===== src/rtl/txr_pkg.sv =====
package txr_pkg;
  typedef enum logic [1:0] {
    ST_IDLE    = 2'd0,
    ST_TX      = 2'd1,
    ST_BACKOFF = 2'd2
  } txr_state_e;

  typedef struct packed {
    logic       retry_err;
    logic       late;
  } txr_flags_t;
endpackage


===== src/rtl/txr_lfsr.sv =====
module txr_lfsr #(
  parameter int          OUT_W = 10,
  parameter logic [15:0] SEED  = 16'hACE1
) (
  input  logic             clk_i,
  input  logic             rst_ni,
  output logic [OUT_W-1:0] rand_o
);
  logic [15:0] sh_q;
  logic        fb;

  // taps 16,14,13,11 give a maximal-length sequence
  assign fb = sh_q[15] ^ sh_q[13] ^ sh_q[12] ^ sh_q[10];

  always_ff @(posedge clk_i) begin
    if (!rst_ni) sh_q <= SEED;
    else         sh_q <= {sh_q[14:0], fb};
  end

  assign rand_o = sh_q[OUT_W-1:0];

  assert_lfsr_alive_R4: assert property (@(posedge clk_i) disable iff (!rst_ni)
    sh_q != 16'h0000);
endmodule


===== src/rtl/txr_backoff.sv =====
module txr_backoff #(
  parameter int CNT_W       = 5,
  parameter int SLOT_CYCLES = 4,
  parameter int BO_LIMIT    = 10
) (
  input  logic                clk_i,
  input  logic                rst_ni,
  input  logic                load_i,
  input  logic [CNT_W-1:0]    attempt_i,
  input  logic [BO_LIMIT-1:0] rand_i,
  output logic                expired_o
);
  localparam int SLOT_W = $clog2(SLOT_CYCLES + 1);
  localparam int TMR_W  = BO_LIMIT + SLOT_W;
  localparam logic [TMR_W-1:0] SLOT_T = TMR_W'(SLOT_CYCLES);

  logic [CNT_W-1:0]    k;
  logic [BO_LIMIT-1:0] mask;
  logic [BO_LIMIT-1:0] draw;
  logic [TMR_W-1:0]    lim;
  logic [TMR_W-1:0]    cnt_q;

  always_comb begin
    k    = (32'(attempt_i) > BO_LIMIT) ? CNT_W'(BO_LIMIT) : attempt_i;
    mask = ~({BO_LIMIT{1'b1}} << k);
    draw = rand_i & mask;
    lim  = {{SLOT_W{1'b0}}, mask} * SLOT_T;
  end

  always_ff @(posedge clk_i) begin
    if (!rst_ni)            cnt_q <= '0;
    else if (load_i)        cnt_q <= {{SLOT_W{1'b0}}, draw} * SLOT_T;
    else if (cnt_q != '0)   cnt_q <= cnt_q - 1'b1;
  end

  assign expired_o = (cnt_q == '0);

  // the loaded wait never exceeds the window for this attempt number
  assert_bo_window_R4: assert property (@(posedge clk_i) disable iff (!rst_ni)
    load_i |=> (cnt_q <= $past(lim)));
endmodule


===== src/rtl/txretry_ctrl.sv =====
module txretry_ctrl
  import txr_pkg::*;
#(
  parameter int MAX_ATTEMPTS = 16,
  parameter int SLOT_CYCLES  = 4,
  parameter int BO_LIMIT     = 10,
  localparam int CNT_W       = $clog2(MAX_ATTEMPTS + 1)
) (
  input  logic             clk_i,
  input  logic             rst_ni,
  input  logic             cfg_single_try_i,
  input  logic             cfg_late_retx_i,
  input  logic             frame_valid_i,
  output logic             frame_ready_o,
  input  logic             coll_i,
  input  logic             coll_late_i,
  input  logic             tx_end_i,
  output logic             attempt_start_o,
  output logic             done_o,
  output logic             stat_retry_err_o,
  output logic             stat_late_o,
  output logic [CNT_W-1:0] stat_attempts_o
);
  localparam logic [CNT_W-1:0] MAX_T = CNT_W'(MAX_ATTEMPTS);

  txr_state_e          state_q;
  logic [CNT_W-1:0]    att_q;
  logic                late_q;
  logic                single_q;
  logic                lretx_q;
  logic                start_q;
  logic                done_q;
  txr_flags_t          flags_q;
  logic [CNT_W-1:0]    stat_att_q;

  logic                abandon;
  logic                give_up;
  logic                bo_load;
  logic                bo_expired;
  logic [BO_LIMIT-1:0] rnd;

  txr_lfsr #(.OUT_W(BO_LIMIT)) u_lfsr (
    .clk_i  (clk_i),
    .rst_ni (rst_ni),
    .rand_o (rnd)
  );

  txr_backoff #(
    .CNT_W       (CNT_W),
    .SLOT_CYCLES (SLOT_CYCLES),
    .BO_LIMIT    (BO_LIMIT)
  ) u_backoff (
    .clk_i     (clk_i),
    .rst_ni    (rst_ni),
    .load_i    (bo_load),
    .attempt_i (att_q),
    .rand_i    (rnd),
    .expired_o (bo_expired)
  );

  // collision outcome while an attempt runs
  always_comb begin
    abandon = coll_late_i && !lretx_q;
    give_up = !abandon && (single_q || (att_q == MAX_T));
    bo_load = (state_q == ST_TX) && coll_i && !abandon && !give_up;
  end

  always_ff @(posedge clk_i) begin
    if (!rst_ni) begin
      state_q    <= ST_IDLE;
      att_q      <= '0;
      late_q     <= 1'b0;
      single_q   <= 1'b0;
      lretx_q    <= 1'b0;
      start_q    <= 1'b0;
      done_q     <= 1'b0;
      flags_q    <= '0;
      stat_att_q <= '0;
    end else begin
      start_q <= 1'b0;
      done_q  <= 1'b0;
      unique case (state_q)
        ST_IDLE: if (frame_valid_i) begin
          state_q  <= ST_TX;
          att_q    <= CNT_W'(1);
          late_q   <= 1'b0;
          single_q <= cfg_single_try_i;
          lretx_q  <= cfg_late_retx_i;
          start_q  <= 1'b1;
        end
        ST_TX: if (coll_i) begin
          if (abandon || give_up) begin
            state_q           <= ST_IDLE;
            done_q            <= 1'b1;
            flags_q.retry_err <= give_up;
            flags_q.late      <= late_q | coll_late_i;
            stat_att_q        <= att_q;
          end else begin
            state_q <= ST_BACKOFF;
            late_q  <= late_q | coll_late_i;
          end
        end else if (tx_end_i) begin
          state_q           <= ST_IDLE;
          done_q            <= 1'b1;
          flags_q.retry_err <= 1'b0;
          flags_q.late      <= late_q;
          stat_att_q        <= att_q;
        end
        ST_BACKOFF: if (bo_expired) begin
          state_q <= ST_TX;
          att_q   <= att_q + 1'b1;
          start_q <= 1'b1;
        end
        default: state_q <= ST_IDLE;
      endcase
    end
  end

  assign frame_ready_o    = (state_q == ST_IDLE);
  assign attempt_start_o  = start_q;
  assign done_o           = done_q;
  assign stat_retry_err_o = flags_q.retry_err;
  assign stat_late_o      = flags_q.late;
  assign stat_attempts_o  = stat_att_q;

  // an attempt is never commanded while the request side is open
  assert_ready_start_excl_R2: assert property (@(posedge clk_i) disable iff (!rst_ni)
    !(frame_ready_o && attempt_start_o));
  // done is a single-cycle strobe
  assert_done_pulse_R9: assert property (@(posedge clk_i) disable iff (!rst_ni)
    done_o |=> !done_o);
  // status is stable outside done cycles
  assert_status_hold_R9: assert property (@(posedge clk_i) disable iff (!rst_ni)
    !done_o |=> ($stable(stat_attempts_o) || done_o));
  // attempt count is capped
  assert_attempt_cap_R5: assert property (@(posedge clk_i) disable iff (!rst_ni)
    att_q <= MAX_T);
  // single-attempt mode never reaches a second attempt
  assert_single_one_R6: assert property (@(posedge clk_i) disable iff (!rst_ni)
    (state_q != ST_IDLE && single_q) |-> (att_q == CNT_W'(1)));
  // late collision without retransmit abandons with late flag, no retry error
  assert_late_abandon_R7: assert property (@(posedge clk_i) disable iff (!rst_ni)
    (state_q == ST_TX && coll_i && coll_late_i && !lretx_q)
      |=> (done_o && stat_late_o && !stat_retry_err_o));
endmodule


===== config.mk =====
export PLATFORM = sky130hd
export DESIGN_NAME = txretry_ctrl
export DESIGN_NICKNAME = d
export VERILOG_FILES = /design/src/rtl/txr_pkg.sv /design/src/rtl/txr_lfsr.sv /design/src/rtl/txr_backoff.sv /design/src/rtl/txretry_ctrl.sv
export SDC_FILE = /design/constraint.sdc
export NUM_CORES = 1
export LEC_CHECK = 0
export ABC_CLOCK_PERIOD_IN_PS = 2500
export CAP_MARGIN = 20
export CORE_MARGIN = 2
export CORE_UTILIZATION = 55
export CTS_BUF_LIST = sky130_fd_sc_hd__clkbuf_8
export DETAILED_ROUTE_END_ITERATION = 16
export PLACE_DENSITY = 0.78
export SLEW_MARGIN = 40
export SYNTH_ARGS = -nofsm -noshare
export SYNTH_HDL_FRONTEND = slang
export SYNTH_HIERARCHICAL = 1
export SYNTH_SLANG_ARGS = --single-unit

===== constraint.sdc =====
create_clock -name clk_i -period 2.5 [get_ports clk_i]
set_input_delay 0.75 -clock clk_i [delete_from_list [all_inputs] [get_ports clk_i]]
set_output_delay 0.75 -clock clk_i [all_outputs]
set_load 0.005 [all_outputs]

==> run_results.csv, run 1 <==
group,metric,value,unit
synth,synthArstFlopShare,0,%
worst_hold_path,min_from,"u_lfsr/sh_q[14]",
timing,slew_headroom,59.8,%
drt,ant_nets,0,
final_layout,fillers,331,
die,die_w,68.0,µm
final_layout,finish.instance_area,2540,µm²
place,gp_congestion,0.833,
clock_network,cts.repair.resized,0,
power_and_ir_drop,power,2.24,mW
timing,finalSetupTns,0,ps
drt,drcViolationCount,0,
place,dp_hpwl,2970,µm
timing,fin_crit_sh,88.4,%
final_layout,syn_to_final_growth,12.9,%
timing,fmax,453,MHz
clock_network,clk_path_buf_depth,2,
die,dieArea,4630,µm²
synth,ys_ff_latch,48,
final_layout,stdcell_count,306,
synth,syn_area,2250,µm²
clock_network,clk_latency,310,ps
final_layout,multi_input_area,1130,µm²
clock_network,cts_tree,"built",
critical_path,crit_fanout,6,
clock_network,clk_pin_slew,90,ps
worst_hold_path,min_path_type,"register to register",
grt,grt.overflow.total,0,
critical_path,cp.arrival,2420,ps
drt,num_vias,1697,
final_layout,nets,267,
clock_network,clock_sinks,48,
synth,avgSynthCellArea,9.35,µm²
clock_network,hold_buffers,0,
die,core,3970,µm²
synth,ys_types,58,
die,rows,23,
place,dp_cells,298,
drt,first_pass_iters,4,
critical_path,crit_path_start_kind,"primary input",
critical_path,crit_path_end_kind,"register",
timing,holdWs,426,ps
critical_path,crit_path_start,"coll_late_i",
drt,drt_iter0_markers,115,
synth,synth-edff-count,0,
grt,grtUsageTotal,21.5,%
timing,setup_violations,0,
drt,drt_wl_total,4170,µm
place,dpl_worst_slack,-19.1,ps
critical_path,critPathRequiredTime,2720,ps
clock_network,cts_max_level,2,
power_and_ir_drop,vdd_drop_max,0.492,mV
clock_network,cts_root_buffer,"clkbuf_8",
final_layout,fin_util,64.1,%
power_and_ir_drop,leakage,1.00,nW
timing,fin_crit,2210,ps
critical_path,worstReg2RegStart,"u_backoff/cnt_q[7]",
grt,antenna_found_initial,0,
synth,syn_nets,253,
synth,yosysSeqAreaShare,42.6,%
clock_network,numCtsBuffers,5,
synth,synth_cells,241,
critical_path,worstSetupPathType,"primary input to register",
grt,grt_pass1_vias,1687,
drt,vias_per_cell,5.55,
place,io_buffers,17,
timing,tightest_slew,586,ps
place,placed_area,2430,µm²
synth,ys_warn_count,6,
grt,grt_pass1_wl,7510,µm
power_and_ir_drop,powerDensity,882,nW/µm²
timing,drv_slew,0,
clock_network,cts_setup_buffers,0,
die,die_h,68.0,µm
drt,wl_per_cell,13.6,µm
grt,grt_start_max_net_pins,50,
die,initial_core_util,56.7,%
timing,grt_setup_unrepaired,"false",
flow_run,cap_viol_max_count,0,
final_layout,drive_gt1_share,11.3,%
timing,hold_violations,0,
die,io_pins,18,
final_layout,n_antenna_cell,0,
final_layout,regArea,961,µm²
timing,finalClockSkew,3.16,ps
status,outcome,"complete, no violations",
timing,timing.final.ws_setup,291,ps
synth,ys.flop_type,"dfxtp_1",
cells by family (layout without fill, tap and decap cells):
kind of cell / after synthesis / after routing / share of synthesized area (%)
AND/OR/NAND/NOR: 100 / 100 / 25.5
buffers and inverters: 26 / 41 / 7.66
flip-flops: 48 / 48 / 42.6
adder cells (fa/ha/maj): 4 / 4 / 2.22
AO/OA/AOI/OAI: 46 / 46 / 14.7
XOR/XNOR: 6 / 6 / 2.33
multiplexers: 11 / 11 / 4.94
Yosys cell counts (2+ instances only):
cell type,instances,share of area [%]
and2_1,10,2.8
o21a_1,3,1.0
xnor2_1,2,0.78
or3_1,4,1.1
clkbuf_1,3,0.50
nand4b_1,3,1.2
inv_1,6,1.0
or2_2,3,0.83
nor3_1,2,0.44
buf_6,3,1.5
and3_1,3,0.83
mux2i_1,10,4.4
nor4_1,3,0.83
xor2_1,4,1.6
nor3b_1,2,0.67
or4_1,2,0.67
dfxtp_1,48,43
nand2b_1,9,2.5
o211ai_1,2,0.67
a21boi_0,3,1.0
nand2_1,24,4.0
o21ai_0,8,1.8
ha_1,4,2.2
nor2_1,9,1.5
a21oi_1,8,1.8
o311a_1,4,1.8
nand3_1,12,2.7
o31ai_1,5,1.7
buf_4,11,3.7
nor2b_1,3,0.83
metal layers:
layer  vias to the layer above  wire (µm)  global-route usage, %
met5                         -          0                      0
met1                       788       2090                   28.3
met3                         8        145                   5.10
met4                         0         86                   10.8
li1                        874          -                      -
met2                        27       1850                   33.0
cell type report:
class	instances	share of cell area, %
flip-flops and latches	48	37.8
multi-input cells	167	44.2
well taps	50	2.46
inverters	6	0.885
repair buffers	27	10.1
clock buffers	5	2.70
clock inverters	3	1.82
path summary, 6_finish.rpt:
path	endpoint	slack [ps]	cells past startpoint
max reg2reg	att_q[3]	370	5
min reg2reg	u_lfsr/sh_q[15]	430	1
max	u_backoff/cnt_q[7]	290	7
min	u_lfsr/sh_q[15]	430	1
placed cells by master (no fill, tap or decap), types with 3 or more instances in the layout:
master           instances
a21boi_0                 3
a21oi_1                  8
and2_1                  10
and3_1                   3
buf_4                    9
clkbuf_8                 5
clkdlybuf4s50_1         17
dfxtp_1                 48
ha_1                     4
inv_1                    6
mux2i_1                 10
nand2_1                 24
nand2b_1                 9
nand3_1                 12
nand4b_1                 3
nor2_1                   9
nor2b_1                  3
o21a_1                   3
o21ai_0                  8
o311a_1                  4
o31ai_1                  5
or2_2                    3
or3_1                    4
xor2_1                   4
where the power goes:
group	switching (mW)	leakage (nW)	total [mW]	internal (mW)
sequential	0.0917	0.395	0.962	0.870
combinational	0.369	0.551	0.715	0.346
clock	0.266	0.0548	0.567	0.301
total	0.727	1.00	2.24	1.52
worst max-delay path, stage by stage:
cell	delay [ps]
clkdlybuf4s50_1	430
nor2b_1	170
nor4_2	480
o311a_1	320
o211a_1	170
a31oi_1	40
o41ai_1	70
flip-flops by register name, summed over array words and instances (netlist names), 2 cells and up:
name,cells
u_lfsr/sh_q,16
u_backoff/cnt_q,13
att_q,5
stat_attempts_o,5
state_q,2
No activity file was read; power rests on OpenSTA's default activity.
==> run 2, diff against run 1 <==
- ABC_CLOCK_PERIOD_IN_PS: 2500 -> 1800
- CORE_UTILIZATION: 55 -> 45
- PLACE_DENSITY: 0.78 -> 0.69
- clock period: 2.5 -> 1.8 ns (I/O delays scaled with it)
==> run 2 against run 1 <==
Net effect:
- cell count increased by 15%
- global-route usage decreased by 2.3 points
- worst hold slack improved by 6.7 ps
- first-iteration DRC count decreased by 22%
- critical path type is now register to register
- largest cell class unchanged
- largest power group unchanged
==> run_results.csv, run 2 (synthesis results as in run 1) <==
group,metric,value,unit
die,die_w,74.8,µm
timing,drv_slew,0,
final_layout,syn_to_final_growth,28.4,%
final_layout,layout_common_cells,"42 x dfxtp_1, 36 x buf_4, 24 x nand2_1",
drt,first_pass_iters,4,
drt,vias_per_cell,5.16,
critical_path,crit_path_start_kind,"register",
timing,grt_setup_unrepaired,"true",
clock_network,numCtsBuffers,5,
critical_path,cp.arrival,2030,ps
power_and_ir_drop,p_int,2.33,mW
timing,finalClockSkew,8.80,ps
final_layout,n_antenna_cell,0,
place,gp_congestion,0.806,
power_and_ir_drop,seq_power_share,39.1,%
power_and_ir_drop,power,3.46,mW
timing,slew_headroom,74.9,%
timing,fin_crit,1780,ps
place,dpl_worst_slack,-399,ps
final_layout,regArea,971,µm²
critical_path,ff2ff_setup_slack,20,ps
place,io_buffers,17,
critical_path,worstReg2RegStart,"u_backoff/cnt_q[1]",
power_and_ir_drop,leakage,1.19,nW
die,dieArea,5590,µm²
critical_path,critPathRequiredTime,2040,ps
timing,timing.final.ws_setup,17.1,ps
grt,grt.overflow.total,0,
final_layout,multi_input_area,1200,µm²
drt,num_vias,1817,
worst_hold_path,min_path_type,"register to register",
clock_network,cts_root_buffer,"clkbuf_8",
place,dp_cells,340,
place,dp_hpwl,3560,µm
clock_network,clk_latency,310,ps
final_layout,fillers,425,
timing,setup_violations,0,
grt,grt_start_max_net_pins,17,
die,core,4790,µm²
clock_network,hold_buffers,0,
clock_network,clk_pin_slew,100,ps
die,io_pins,18,
critical_path,crit_fanout,7,
final_layout,largest_reg_flops,16,
critical_path,worstSetupPathType,"register to register",
clock_network,cts_max_level,2,
die,die_h,74.8,µm
critical_path,crit_path_start,"u_backoff/cnt_q[1]",
clock_network,clock_sinks,48,
worst_hold_path,min_from,"u_lfsr/sh_q[14]",
grt,grt_pass1_wl,8030,µm
final_layout,regMostFlops,"u_lfsr/sh_q",
final_layout,stdcell_count,352,
die,initial_core_util,47.1,%
final_layout,nets,296,
grt,grtUsageTotal,19.2,%
drt,wl_per_cell,13.9,µm
power_and_ir_drop,p_comb_share,37.6,%
final_layout,reg_top3,"u_lfsr/sh_q x16, u_backoff/cnt_q x13",
timing,tightest_slew,374,ps
timing,fin_crit_sh,99.0,%
grt,antenna_found_initial,0,
power_and_ir_drop,p_switching,1.14,mW
drt,drcViolationCount,0,
drt,ant_nets,0,
final_layout,drive_gt1_share,26.7,%
power_and_ir_drop,power.share.clock,23.4,%
die,rows,25,
power_and_ir_drop,powerDensity,1200,nW/µm²
power_and_ir_drop,switching_share,32.8,%
clock_network,clk_path_buf_depth,2,
drt,drt_iter0_markers,90,
status,outcome,"complete, no violations",
timing,hold_violations,0,
drt,drt_wl_total,4890,µm
critical_path,crit_path_end_kind,"register",
timing,fmax,561,MHz
grt,grt_pass1_vias,1726,
clock_network,cts_tree,"built",
final_layout,layout_commonest_cell,"dfxtp_1",
final_layout,fin_util,60.4,%
flow_run,cap_viol_max_count,0,
power_and_ir_drop,vdd_drop_max,0.586,mV
-- run 2: changes by cell type in the layout (fill, tap and decap cells not counted), sizes merged --
cell	change
dlygate4sd2	+1
buf	+29
clkdlybuf4s50	-3
dlymetal6s2s	+2
-- run 2: worst paths after layout --
path | endpoint | depth (start not counted)
setup / recovery | att_q[3] | 7
hold / removal | u_lfsr/sh_q[15] | 1
setup reg to reg | att_q[3] | 7
hold reg to reg | u_lfsr/sh_q[15] | 1
-- run 2: worst max-delay path, cell delays in order, from the launching register on --
cell and delay [ps]:
dfxtp_2 350, inv_2 80, ha_4 120, nor4b_4 210, and4_4 300, mux2i_4 110, or4_1 410, a21oi_1 130
-- run 2: metal layers --
metal  GRT usage [%]  vias to the layer above  share of wire (%)
li1                -                      935                  -
met1            25.5                      851                 50
met2            30.7                       26                 44
met3            5.22                        5                4.1
met4            5.95                        0                1.2
met5               0                        -                  0
-- run 2: power by group through the flow --
stage | clock network (mW) | logic, mW | registers (mW)
floorplan | 0 | 0.835 | 1.35
global placement | 0 | 1.22 | 1.36
detailed placement | 0 | 1.24 | 1.37
CTS | 0.831 | 1.27 | 1.34
global route | 0.876 | 1.43 | 1.37
finish | 0.810 | 1.30 | 1.35
-- run 2: per-stage QoR --
stage | hold WS (ps) | cell area, µm² | setup TNS (ps)
5_1_grt | 452 | 2890 | -158
3_3_place_gp | 393 | 2700 | -6330
4_1_cts | 437 | 2860 | -3.11
3_5_place_dp | 410 | 2700 | -7350
2_1_floorplan | 386 | 2310 | 0
6_report | 432 | 2890 | 0
-- run 2: timing repair --
item | 4_1_cts | 5_1_grt
gates resized for setup | 15 | 6
setup endpoints to repair | 10 | 15
setup buffers | 2 | 2
pin swaps | 5 | 4
-- run 2: cell type report --
class	instances	area share (%)
multi-input cells	167	41.7
inverters	6	0.779
clock buffers	5	2.38
flip-flops and latches	48	33.6
well taps	67	2.90
clock inverters	3	1.60
repair buffers	56	17.1
